$ cat config.mk
export PLATFORM = sky130hd
export DESIGN_NAME = refresh_sweep_seq
export DESIGN_NICKNAME = d
export VERILOG_FILES = /design/src/rtl/refseq_pkg.sv /design/src/rtl/refseq_rows.sv /design/src/rtl/refseq_lowbit.sv /design/src/rtl/refresh_sweep_seq.sv
export SDC_FILE = /design/constraint.sdc
export NUM_CORES = 1
export LEC_CHECK = 0
export CAP_MARGIN = 20
export CORE_MARGIN = 2
export CORE_UTILIZATION = 61
export CTS_CLUSTER_SIZE = 14
export DETAILED_ROUTE_END_ITERATION = 8
export PLACE_DENSITY = 0.83
export SETUP_SLACK_MARGIN = 0.2
export SLEW_MARGIN = 20
export SYNTH_ARGS = -nofsm -noshare
export SYNTH_HDL_FRONTEND = slang
export SYNTH_SLANG_ARGS = --single-unit
$ cat constraint.sdc
create_clock -name clk -period 34.1 [get_ports clk]
set_input_delay 8.525 -clock clk [delete_from_list [all_inputs] [get_ports clk]]
set_output_delay 8.525 -clock clk [all_outputs]
set_load 0.005 [all_outputs]
$ cat src/rtl/refseq_pkg.sv
// Shared types for the row-sweep refresh sequencer.
package refseq_pkg;
    typedef enum logic [2:0] {
        S_IDLE,
        S_PRE,
        S_STEP,
        S_ACT,
        S_SPRE,
        S_DONE
    } seq_state_t;

    typedef enum logic {
        OP_PRE = 1'b0,
        OP_ACT = 1'b1
    } seq_op_t;
endpackage

$ cat src/rtl/refseq_rows.sv
// Computes the number of rows covered by one refresh.
// Assumes: inputs are stable while sampled; a zero divisor yields zero rows.
module refseq_rows #(
    parameter int ROW_W = 12,
    parameter int CNT_W = 6
) (
    input  logic [ROW_W-1:0] total_i,
    input  logic [CNT_W-1:0] div_i,
    input  logic [CNT_W-1:0] cnt_i,
    output logic [ROW_W-1:0] rows_o
);
    logic [ROW_W-1:0] per_mode;

    // Two-stage integer division with zero-divisor guard.
    always_comb begin
        per_mode = '0;
        rows_o   = '0;
        if (div_i != '0 && cnt_i != '0) begin
            per_mode = total_i / ROW_W'(div_i);
            rows_o   = per_mode / ROW_W'(cnt_i);
        end
    end
endmodule

$ cat src/rtl/refseq_lowbit.sv
// Finds the lowest set bit of a mask.
// Assumes: idx_o is meaningful only when any_o is high.
module refseq_lowbit #(
    parameter int N  = 4,
    parameter int IW = 2
) (
    input  logic [N-1:0]  mask_i,
    output logic [IW-1:0] idx_o,
    output logic          any_o
);
    // Scan from the top so the lowest set bit wins.
    always_comb begin
        idx_o = '0;
        for (int i = N - 1; i >= 0; i--) begin
            if (mask_i[i]) idx_o = IW'(i);
        end
        any_o = |mask_i;
    end
endmodule

$ cat src/rtl/refresh_sweep_seq.sv
// Issues one refresh as a precharge prologue plus an activate/precharge sweep.
// Assumes: a downstream scheduler enforces device timing; commands leave
// through a valid/ready handshake; configuration is captured on start.
module refresh_sweep_seq
    import refseq_pkg::*;
#(
    parameter int NUM_BANKS = 4,
    parameter int ROW_W     = 12,
    parameter int CNT_W     = 6,
    parameter int DUR_W     = 20,
    parameter int T_RP      = 5,
    parameter int T_RCD     = 7,
    localparam int BANK_W   = (NUM_BANKS > 1) ? $clog2(NUM_BANKS) : 1
) (
    input  logic                 clk,
    input  logic                 rst_n,
    input  logic                 start_i,
    input  logic                 per_bank_i,
    input  logic [BANK_W-1:0]    target_bank_i,
    input  logic [NUM_BANKS-1:0] bank_open_i,
    input  logic [NUM_BANKS-1:0] bank_en_i,
    input  logic [ROW_W-1:0]     row_total_i,
    input  logic [CNT_W-1:0]     mode_div_i,
    input  logic [CNT_W-1:0]     ref_per_win_i,
    input  logic [ROW_W-1:0]     row_step_i,
    output logic                 cmd_valid_o,
    input  logic                 cmd_ready_i,
    output logic [BANK_W-1:0]    cmd_bank_o,
    output logic                 cmd_op_o,
    output logic                 busy_o,
    output logic                 done_o,
    output logic [DUR_W-1:0]     dur_o
);
    localparam logic [DUR_W-1:0] RP_D   = DUR_W'(T_RP);
    localparam logic [DUR_W-1:0] STEP_D = DUR_W'(T_RCD + T_RP);

    seq_state_t             state_q;
    logic [NUM_BANKS-1:0]   pend_q;
    logic [NUM_BANKS-1:0]   sweep_mask_q;
    logic [ROW_W-1:0]       rows_q;
    logic [ROW_W-1:0]       step_q;
    logic [ROW_W:0]         idx_q;
    logic [DUR_W-1:0]       acc_q;

    logic [ROW_W-1:0]       rows_c;
    logic [BANK_W-1:0]      low_idx;
    logic                   low_any;
    logic [NUM_BANKS-1:0]   tgt_onehot;
    logic                   pre_need;
    logic [NUM_BANKS-1:0]   pre_mask_c;
    logic [NUM_BANKS-1:0]   sweep_mask_c;
    logic                   issuing;
    logic                   accept;

    refseq_rows #(.ROW_W(ROW_W), .CNT_W(CNT_W)) u_rows (
        .total_i (row_total_i),
        .div_i   (mode_div_i),
        .cnt_i   (ref_per_win_i),
        .rows_o  (rows_c)
    );

    refseq_lowbit #(.N(NUM_BANKS), .IW(BANK_W)) u_low (
        .mask_i (pend_q),
        .idx_o  (low_idx),
        .any_o  (low_any)
    );

    // Decode the start-time prologue need and the bank sets.
    always_comb begin
        tgt_onehot = '0;
        tgt_onehot[target_bank_i] = 1'b1;
        if (per_bank_i) begin
            pre_need     = |(bank_open_i & tgt_onehot);
            pre_mask_c   = pre_need ? (tgt_onehot & bank_en_i) : '0;
            sweep_mask_c = tgt_onehot & bank_en_i;
        end else begin
            pre_need     = |bank_open_i;
            pre_mask_c   = bank_open_i & bank_en_i;
            sweep_mask_c = bank_en_i;
        end
    end

    // Command interface outputs driven from the current state.
    always_comb begin
        issuing     = (state_q == S_PRE) || (state_q == S_ACT) || (state_q == S_SPRE);
        cmd_valid_o = issuing && low_any;
        cmd_bank_o  = low_idx;
        cmd_op_o    = (state_q == S_ACT) ? OP_ACT : OP_PRE;
        accept      = cmd_valid_o && cmd_ready_i;
        busy_o      = (state_q != S_IDLE);
        done_o      = (state_q == S_DONE);
        dur_o       = acc_q;
    end

    // Sequencer state, pending banks, sweep index and duration accumulator.
    always_ff @(posedge clk) begin
        if (!rst_n) begin
            state_q      <= S_IDLE;
            pend_q       <= '0;
            sweep_mask_q <= '0;
            rows_q       <= '0;
            step_q       <= '0;
            idx_q        <= '0;
            acc_q        <= '0;
        end else begin
            unique case (state_q)
                S_IDLE: begin
                    if (start_i) begin
                        pend_q       <= pre_mask_c;
                        sweep_mask_q <= sweep_mask_c;
                        rows_q       <= rows_c;
                        step_q       <= (row_step_i == '0) ? ROW_W'(1) : row_step_i;
                        idx_q        <= '0;
                        acc_q        <= pre_need ? RP_D : '0;
                        state_q      <= S_PRE;
                    end
                end
                S_PRE: begin
                    if (!low_any) begin
                        state_q <= S_STEP;
                    end else if (accept) begin
                        pend_q[low_idx] <= 1'b0;
                    end
                end
                S_STEP: begin
                    if (idx_q >= {1'b0, rows_q}) begin
                        state_q <= S_DONE;
                    end else begin
                        pend_q  <= sweep_mask_q;
                        acc_q   <= acc_q + STEP_D;
                        state_q <= S_ACT;
                    end
                end
                S_ACT: begin
                    if (!low_any) begin
                        idx_q   <= idx_q + {1'b0, step_q};
                        state_q <= S_STEP;
                    end else if (accept) begin
                        state_q <= S_SPRE;
                    end
                end
                S_SPRE: begin
                    if (accept) begin
                        pend_q[low_idx] <= 1'b0;
                        state_q         <= S_ACT;
                    end
                end
                S_DONE: state_q <= S_IDLE;
                default: state_q <= S_IDLE;
            endcase
        end
    end


    cmd_hold_chk: assert property (@(posedge clk) disable iff (!rst_n)
        cmd_valid_o && !cmd_ready_i |=> cmd_valid_o && $stable(cmd_bank_o) && $stable(cmd_op_o));


    idle_quiet_chk: assert property (@(posedge clk) disable iff (!rst_n)
        !busy_o |-> !cmd_valid_o);


    done_pulse_chk: assert property (@(posedge clk) disable iff (!rst_n)
        done_o |=> !done_o && !busy_o);


    busy_start_ignored_chk: assert property (@(posedge clk) disable iff (!rst_n)
        busy_o && start_i |=> $stable(rows_q) && $stable(sweep_mask_q));


    act_bank_enabled_chk: assert property (@(posedge clk) disable iff (!rst_n)
        cmd_valid_o && cmd_op_o |-> sweep_mask_q[cmd_bank_o]);
endmodule

==> metrics, run 1 <==
outcome=completed; vias per cell=6.31; initial antenna violation count=1; CP most frequent cell=o21a_1; GR Overflow Total=0; min-delay worst type=flip-flop to flip-flop; Clk pin slew, worst setup/hold paths=0.06 ns; synth unique cells=101; Post-Syn Instances=1304; layout net count=1558; die area=16900 µm²; root cell of the clock tree=clkbuf_16; Final Setup Violations=0; initial core utilization=61.6%; EDFF count, synth=0; slowest stage delay, CP=0.66 ns; Vias=10000; Clk Latency, worst-skew pair=0.34 ns; port bufs=75; DRC=0; most frequent cells in the layout=ha_1, nand2_1, nor2_1; Setup crit start kind=input port; clk buf depth=2; drt initial violations=647; Worst path slowest cell=or4_4; crit path from=mode_div_i[3]; Syn Nets=1498; pins over their slew limit=0; metal1 wirelength=11800 µm; RSZ-0062 raised after global routing=false; fill cell count=1328; post-synthesis sequential area ratio=13.9%; Die Y=130 µm; met2 wire len=13000 µm; Setup Skew=0.0111 ns; post-route insts no fill=1585; WL met3=1400 µm; Detailed Place HPWL=21100 µm; CTS tree=done; Final min period=32.31 ns; reg2reg setup slack=30.11 ns; first-pass GRT wire length=44100 µm; Ys Warns=0; worst hold start=sweep_mask_q[3]; cell total after placement=1562; CP required=34.31 ns; total core area=15700 µm²; Mapped Avg Cell Area=7.42 µm²; Crit Path Class=input port to flip-flop; I/O Pins=77; WL per Instance=17.1 µm; Crit Path Max Fanout=12; predominant post-synthesis flop cell=dfxtp_1; Clock Sinks=67; vias in the first global route=9462; gr usage total=31.8%; Max-cap violations=0; number of inserted diodes=0; highest metal used=met4; final wirelength=27000 µm; row count=46; iteration count of the initial detailed-routing pass=5; CTS HTree Levels=3; setup_tns=0 ns; most common cell after layout, fill and taps aside=ha_1; pin count of the biggest net entering global routing=32; Worst setup EP type=flip-flop; Die W=130 µm; Max-slew headroom=30.5%; Post-Synthesis Cell Area=9680 µm²; Worst-Margin Slew=1.04 ns; final hold vios=0; ys async rst share=0%; Detail Route Antenna Nets=0; layout cells sized above 1=8.40%; FF+latch count, synth=67; Placer Congestion=0.950; area delta synth->final=14.1%; Max Freq=31.0 MHz; Final period util=94.7%; R2R Path Start=idx_q[1]; Worst EP arrival=32.52 ns; clock buffer count from CTS=9
-- flip-flops by register name (all words and copies together) (netlist names) --
register and flops:
step_q 12, dur_o 19, rows_q 12, state_q 3, idx_q 13, pend_q 4
sweep_mask_q 4
-- cells in the mapped netlist (5+ instances only) --
library cell / instances / area, µm²
nor2b_1: 11 / 68.8
nor3_1: 67 / 335
o22ai_1: 14 / 87.6
nand3_1: 29 / 145
o21bai_1: 8 / 60.1
mux2i_1: 11 / 110
clkbuf_1: 32 / 120
dfxtp_1: 67 / 1340
nand2_1: 125 / 469
or3_1: 15 / 93.8
and2_1: 13 / 81.3
a21boi_0: 11 / 82.6
nand2b_1: 16 / 100
xnor2_1: 24 / 210
inv_1: 63 / 236
ha_1: 142 / 1780
o21ai_0: 63 / 315
o31ai_1: 20 / 150
o21a_1: 75 / 563
a21o_1: 33 / 248
a211oi_1: 11 / 82.6
nor4_1: 9 / 56.3
mux2_2: 20 / 225
o211ai_1: 11 / 82.6
nand4_1: 10 / 62.6
a21oi_1: 102 / 510
o211a_1: 5 / 50.1
nor2_1: 122 / 458
xor2_1: 24 / 210
or2_2: 12 / 75.1
and3_1: 6 / 37.5
a22oi_1: 5 / 37.5
a31oi_1: 10 / 62.6
-- cells by family after synthesis --
kind of cell / share of synthesized area, %
flip-flops: 13.9
multiplexers: 4.24
buffers and inverters: 4.51
AO/OA/AOI/OAI: 31.5
adder cells (fa/ha/maj): 18.7
other: 0.0387
AND/OR/NAND/NOR: 22.9
XOR/XNOR: 4.34
-- timing repair --
item / CTS / global route
setup buffers: 0 / 7
hold endpoints to repair: 0 / 0
resized for setup: 0 / 23
hold buffers: 0 / 0
endpoints found under the setup margin: 0 / 2
-- stage by stage --
stage	setup slack [ns]	instance area [µm²]	utilization [%]	hold slack, ns
final	1.79	11000	70.3	0.468
after global routing	0.0590	11000	70.3	0.487
after CTS	0.521	10900	69.4	0.466
after detailed placement	0.228	10600	67.3	0.452
after global placement	0.962	10600	67.3	0.444
after floorplan	2.54	9680	-	0.436
-- layer usage --
layer	vias to the layer above	track usage (%)
li1	4973	-
met1	4641	39.4
met2	318	56.8
met3	72	3.85
met4	0	11.3
met5	-	0
-- critical path: cells and delay by family --
family	cells	cell delay, ns
and+or+nand+nor	28	5.44
muxes	3	1.05
buffers and inverters	11	2.12
AOI/OAI and AO/OA	63	11.42
adders and majority gates	13	3.97
-- cell type report --
type | count | area [µm²] | area share, %
Clock buffer | 10 | 239 | 2.16
Clock inverter | 6 | 87.6 | 0.793
Inverter | 66 | 254 | 2.30
Multi-Input combinational cell | 1129 | 7980 | 72.3
Sequential cell | 67 | 1340 | 12.1
Tap cell | 216 | 270 | 2.45
Timing Repair Buffer | 91 | 873 | 7.90
-- worst paths after layout --
check / end / cells past startpoint
worst max register to register: dur_o[19] / 18
worst max-delay path: rows_q[0] / 118
worst min register to register: sweep_mask_q[3] / 2
worst min-delay path: sweep_mask_q[3] / 2
Power of run 1 is left out: the tool's default activity adds up to more than one toggle a clock period on the data nets, which glitch-free logic cannot reach.
==> inputs of run 2 (changes only) <==
REMOVE_ABC_BUFFERS = 1   (was default)
==> run 2 against run 1 <==
Net effect: sequential share of layout area is essentially flat; global-route usage shrank 1.8 points; register-to-register slack lost 0.28 ns; final area shrank 0.11%; wire length shrank 4.2%; via count shrank 0.35%; clock-buffer cell count is the same; die area is the same; critical endpoint unchanged; worst hold slack gained 0.00069 ns; fmax shrank 0.20%; utilization shrank 0.080 points.
==> metrics, run 2 (synthesis results as in run 1) <==
first-pass GRT wire length=42200 µm; Buf+Inv Stages, Crit Path=10; Clk pin slew, worst setup/hold paths=0.06 ns; number of flip-flops in the largest register=19; worst r2r dst=dur_o[17]; CTS HTree Levels=3; RSZ-0062 raised after global routing=false; pins over their slew limit=0; Final Setup Violations=0; Crit Path Class=input port to flip-flop; Clk Latency, worst-skew pair=0.34 ns; iteration count of the initial detailed-routing pass=5; Hold Slack=0.469 ns; Worst setup EP type=flip-flop; layout cells sized above 1=8.39%; drt initial violations=635; vias per cell=6.29; final hold vios=0; GR Overflow Total=0; initial antenna violation count=0; critical path's top delay family=compound AO/OA/AOI/OAI gates; worst hold start=dur_o[0]; CP required=34.32 ns; row count=46; R2R Path Start=idx_q[1]; min-delay worst type=flip-flop to flip-flop; Vias=9969; layout net count=1559; WL per Instance=16.3 µm; Final min period=32.37 ns; Placer Congestion=0.961; Detail Route Antenna Nets=0; Setup Skew=0.00655 ns; port bufs=75; Max-cap violations=0; Final period util=94.9%; most common cell after layout, fill and taps aside=ha_1; worst reg-to-reg path cell count=18; clock buffer count from CTS=9; worst hold stages=2; pin count of the biggest net entering global routing=32; Max Freq=30.9 MHz; most frequent cells in the layout=ha_1, nand2_1, nor2_1; gr usage total=30.0%; Crit. path cell count=118; vias in the first global route=9442; Final Util=70.2%; Detailed Place HPWL=20000 µm; hold_buf cts=0; Worst path slowest cell=or4_4; Clock Sinks=67; DRC=0; total core area=15700 µm²; Hold Path Sink=dur_o[0]; Die W=130 µm; fill cell count=1305; Worst EP arrival=32.59 ns; die area=16900 µm²; Worst-Margin Slew=1.04 ns; clk buf depth=2; CTS tree=done; Setup crit start kind=input port; root cell of the clock tree=clkbuf_16; Max-slew headroom=30.5%; outcome=completed; area delta synth->final=14.0%; I/O Pins=77; reg2reg setup slack=29.83 ns; slowest stage delay, CP=0.65 ns; Crit Path Max Fanout=13; crit path from=mode_div_i[4]; number of inserted diodes=0; final wirelength=25900 µm; initial core utilization=61.6%; setup_tns=0 ns; Die Y=130 µm
## run 2: layout make-up
| class | count | area (µm²) | area share (%) |
|---|---|---|---|
| tap | 216 | 270 | 2.45 |
| clock buffer | 10 | 239 | 2.17 |
| clock inverter | 6 | 95.1 | 0.862 |
| timing repair buffer | 92 | 881 | 7.98 |
| sequential | 67 | 1340 | 12.2 |
| inverter | 66 | 250 | 2.27 |
| multi-input combinational | 1129 | 7960 | 72.1 |
## run 2: how the worst max path moves through the flow
| stage | to | slack [ns] |
|---|---|---|
| floorplan | rows_q[0] | 2.31 |
| global placement | rows_q[0] | 1.18 |
| detailed placement | rows_q[0] | 0.37 |
| CTS | rows_q[0] | 0.66 |
| global route | rows_q[0] | 0.15 |
| finish | rows_q[0] | 1.73 |
## run 2: routing by layer
layer  vias up  part of all wire, %  GRT usage [%]
met2       286                   49           54.6
met5         -                    0              0
met3        50                  4.3           2.91
met4         0                  2.0           9.93
met1      4654                   45           36.9
li1       4979                    -              -
## run 2: repair_timing
item,in CTS,in global routing
gates resized for setup,0,17
endpoints found under the setup margin,0,2
hold endpoints to repair,0,0
setup buffers,0,6
## run 2: worst reg2reg max path, stage by stage (launching register included)
cell and delay (ns):
dfxtp_1 0.46, ha_1 0.30, nor2b_1 0.14, o21a_1 0.17, o21ai_0 0.18, nand2b_1 0.08, a21oi_1 0.13, o21ai_0 0.10
a21o_1 0.21, a21o_1 0.18, a2111oi_0 0.53, buf_4 0.25, a21oi_1 0.13, a21oi_1 0.29, nand4_1 0.33, nor2_1 0.33
nand3_1 0.14, xor2_1 0.14, nor2_1 0.05
## run 2: metrics by stage
| step | cells | setup WS (ns) | instance area [µm²] |
|---|---|---|---|
| after global placement | 1564 | 1.18 | 10600 |
| after global routing | 1586 | 0.153 | 11000 |
| after floorplan | 1262 | 2.31 | 9490 |
| after detailed placement | 1564 | 0.368 | 10600 |
| final | 1586 | 1.73 | 11000 |
| after CTS | 1580 | 0.665 | 10900 |
Power of run 2 is left out for the same reason.
==> inputs of run 3 (changes only) <==
==> constraint.sdc (replaced) <==
create_clock -name clk -period 34.1 [get_ports clk]
set_input_delay 5.115 -clock clk [delete_from_list [all_inputs] [get_ports clk]]
set_output_delay 5.115 -clock clk [all_outputs]
set_load 0.005 [all_outputs]
==> run 3 against run 2 <==
Net effect: critical path depth decreased by 1; first-iteration DRC count increased by 5.7%; worst setup slack improved by 1.2 ns; register-to-register slack got worse by 0.19 ns; sequential share of layout area rose by 0.18 points; worst hold slack lost 0.0022 ns; global-route usage decreased by 0.10 points; wire length decreased by 2.1%; via count up 0.37%; sequential cell count did not move; non-clock buffer count is 10 lower; critical path type unchanged; highest routed layer unchanged.
==> metrics, run 3 (synthesis results as in run 1) <==
number of flip-flops in the largest register=19; pin count of the biggest net entering global routing=31; Max Freq=32.0 MHz; DRC=0; drt initial violations=671; Final Setup Violations=0; RSZ-0062 raised after global routing=false; number of inserted diodes=0; final hold vios=0; Final min period=31.21 ns; metal1 wirelength=11200 µm; Setup Skew=0.0132 ns; port bufs=75; reg2reg setup slack=29.64 ns; clock buffer count from CTS=9; clk buf depth=2; hold_buf cts=0; GR Overflow Total=0; highest metal used=met4; CTS tree=done; Setup crit start kind=input port; Clock Sinks=67; Die W=130 µm; root cell of the clock tree=clkbuf_16; Worst-Margin Slew=1.07 ns; initial antenna violation count=0; met2 wire len=12200 µm; Max-cap violations=0; PostCTS Resize Cnt=0; vias per cell=6.35; Die Y=130 µm; most frequent cells in the layout=ha_1, nand2_1, nor2_1; layout net count=1549; row count=46; Worst path slowest cell=a311oi_1; Placer Congestion=0.941; CP most frequent cell=o21a_1; setup_tns=0 ns; Worst setup EP type=flip-flop; fill cell count=1321; Detail Route Antenna Nets=0; vias in the first global route=9333; I/O Pins=77; layout cells sized above 1=6.69%; CTS HTree Levels=3; Crit Path Max Fanout=13; Vias=10000; Clk pin slew, worst setup/hold paths=0.07 ns; Clk Latency, worst-skew pair=0.34 ns; Detailed Place HPWL=20200 µm; area delta synth->final=12.4%; Final period util=91.5%; Worst EP arrival=31.43 ns; # Post-CTS Setup Buffers=0; pins over their slew limit=0; iteration count of the initial detailed-routing pass=6; first-pass GRT wire length=41900 µm; Hold Slack=0.467 ns; CP required=34.32 ns; slowest stage delay, CP=0.80 ns; die area=16900 µm²; most common cell after layout, fill and taps aside=ha_1; initial core utilization=61.6%; gr usage total=29.9%; Crit Path Class=input port to flip-flop; Max-slew headroom=28.6%; WL per Instance=16.1 µm; WL met3=1310 µm; outcome=completed; min-delay worst type=flip-flop to flip-flop; final wirelength=25400 µm; total core area=15700 µm²
## run 3: cell types whose count changed in the layout (fill, tap and decap cells not counted), moves of 2 or more
cell,delta
buf_4,-10
a21oi_1,+3
a21oi_2,-3
inv_1,+2
inv_2,-2
nor3_1,+2
nor3_2,-2
## run 3: cell type report
| type | count | area (µm²) | share of cell area [%] |
|---|---|---|---|
| Tap cell | 216 | 270 | 2.49 |
| Clock buffer | 9 | 225 | 2.07 |
| Timing Repair Buffer | 82 | 803 | 7.39 |
| Clock inverter | 7 | 83.8 | 0.771 |
| Sequential cell | 67 | 1340 | 12.3 |
| Inverter | 66 | 250 | 2.30 |
| Multi-Input combinational cell | 1129 | 7900 | 72.7 |
## run 3: through the flow
step | cells | util, % | instance area [µm²] | worst slack (ns)
floorplan | 1262 | - | 9490 | 5.72
global placement | 1560 | 67.2 | 10600 | 3.87
detailed placement | 1560 | 67.2 | 10600 | 2.94
CTS | 1576 | 69.2 | 10900 | 3.24
global route | 1576 | 69.2 | 10900 | 0.925
finish | 1576 | 69.2 | 10900 | 2.89
## run 3: per-layer routing
metal	track usage (%)	up-vias
met2	53.4	327
met5	0	-
li1	-	4969
met1	36.7	4645
met4	11.1	0
met3	3.73	65
## run 3: path summary, 6_finish.rpt
path | startpoint | cells after the start | to
setup reg to reg | idx_q[1] | 18 | dur_o[17]
hold reg to reg | step_q[6] | 2 | step_q[6]
setup / recovery | mode_div_i[5] | 117 | rows_q[0]
hold / removal | step_q[6] | 2 | step_q[6]
## run 3: critical path: cells and delay by family
family / cells / cell delay [ns]
AO/OA/AOI/OAI: 64 / 13.49
AND/OR/NAND/NOR: 28 / 6.09
multiplexers: 2 / 0.69
buffers and inverters: 10 / 2.21
adder cells (fa/ha/maj): 13 / 3.81
Power of run 3 is left out for the same reason.
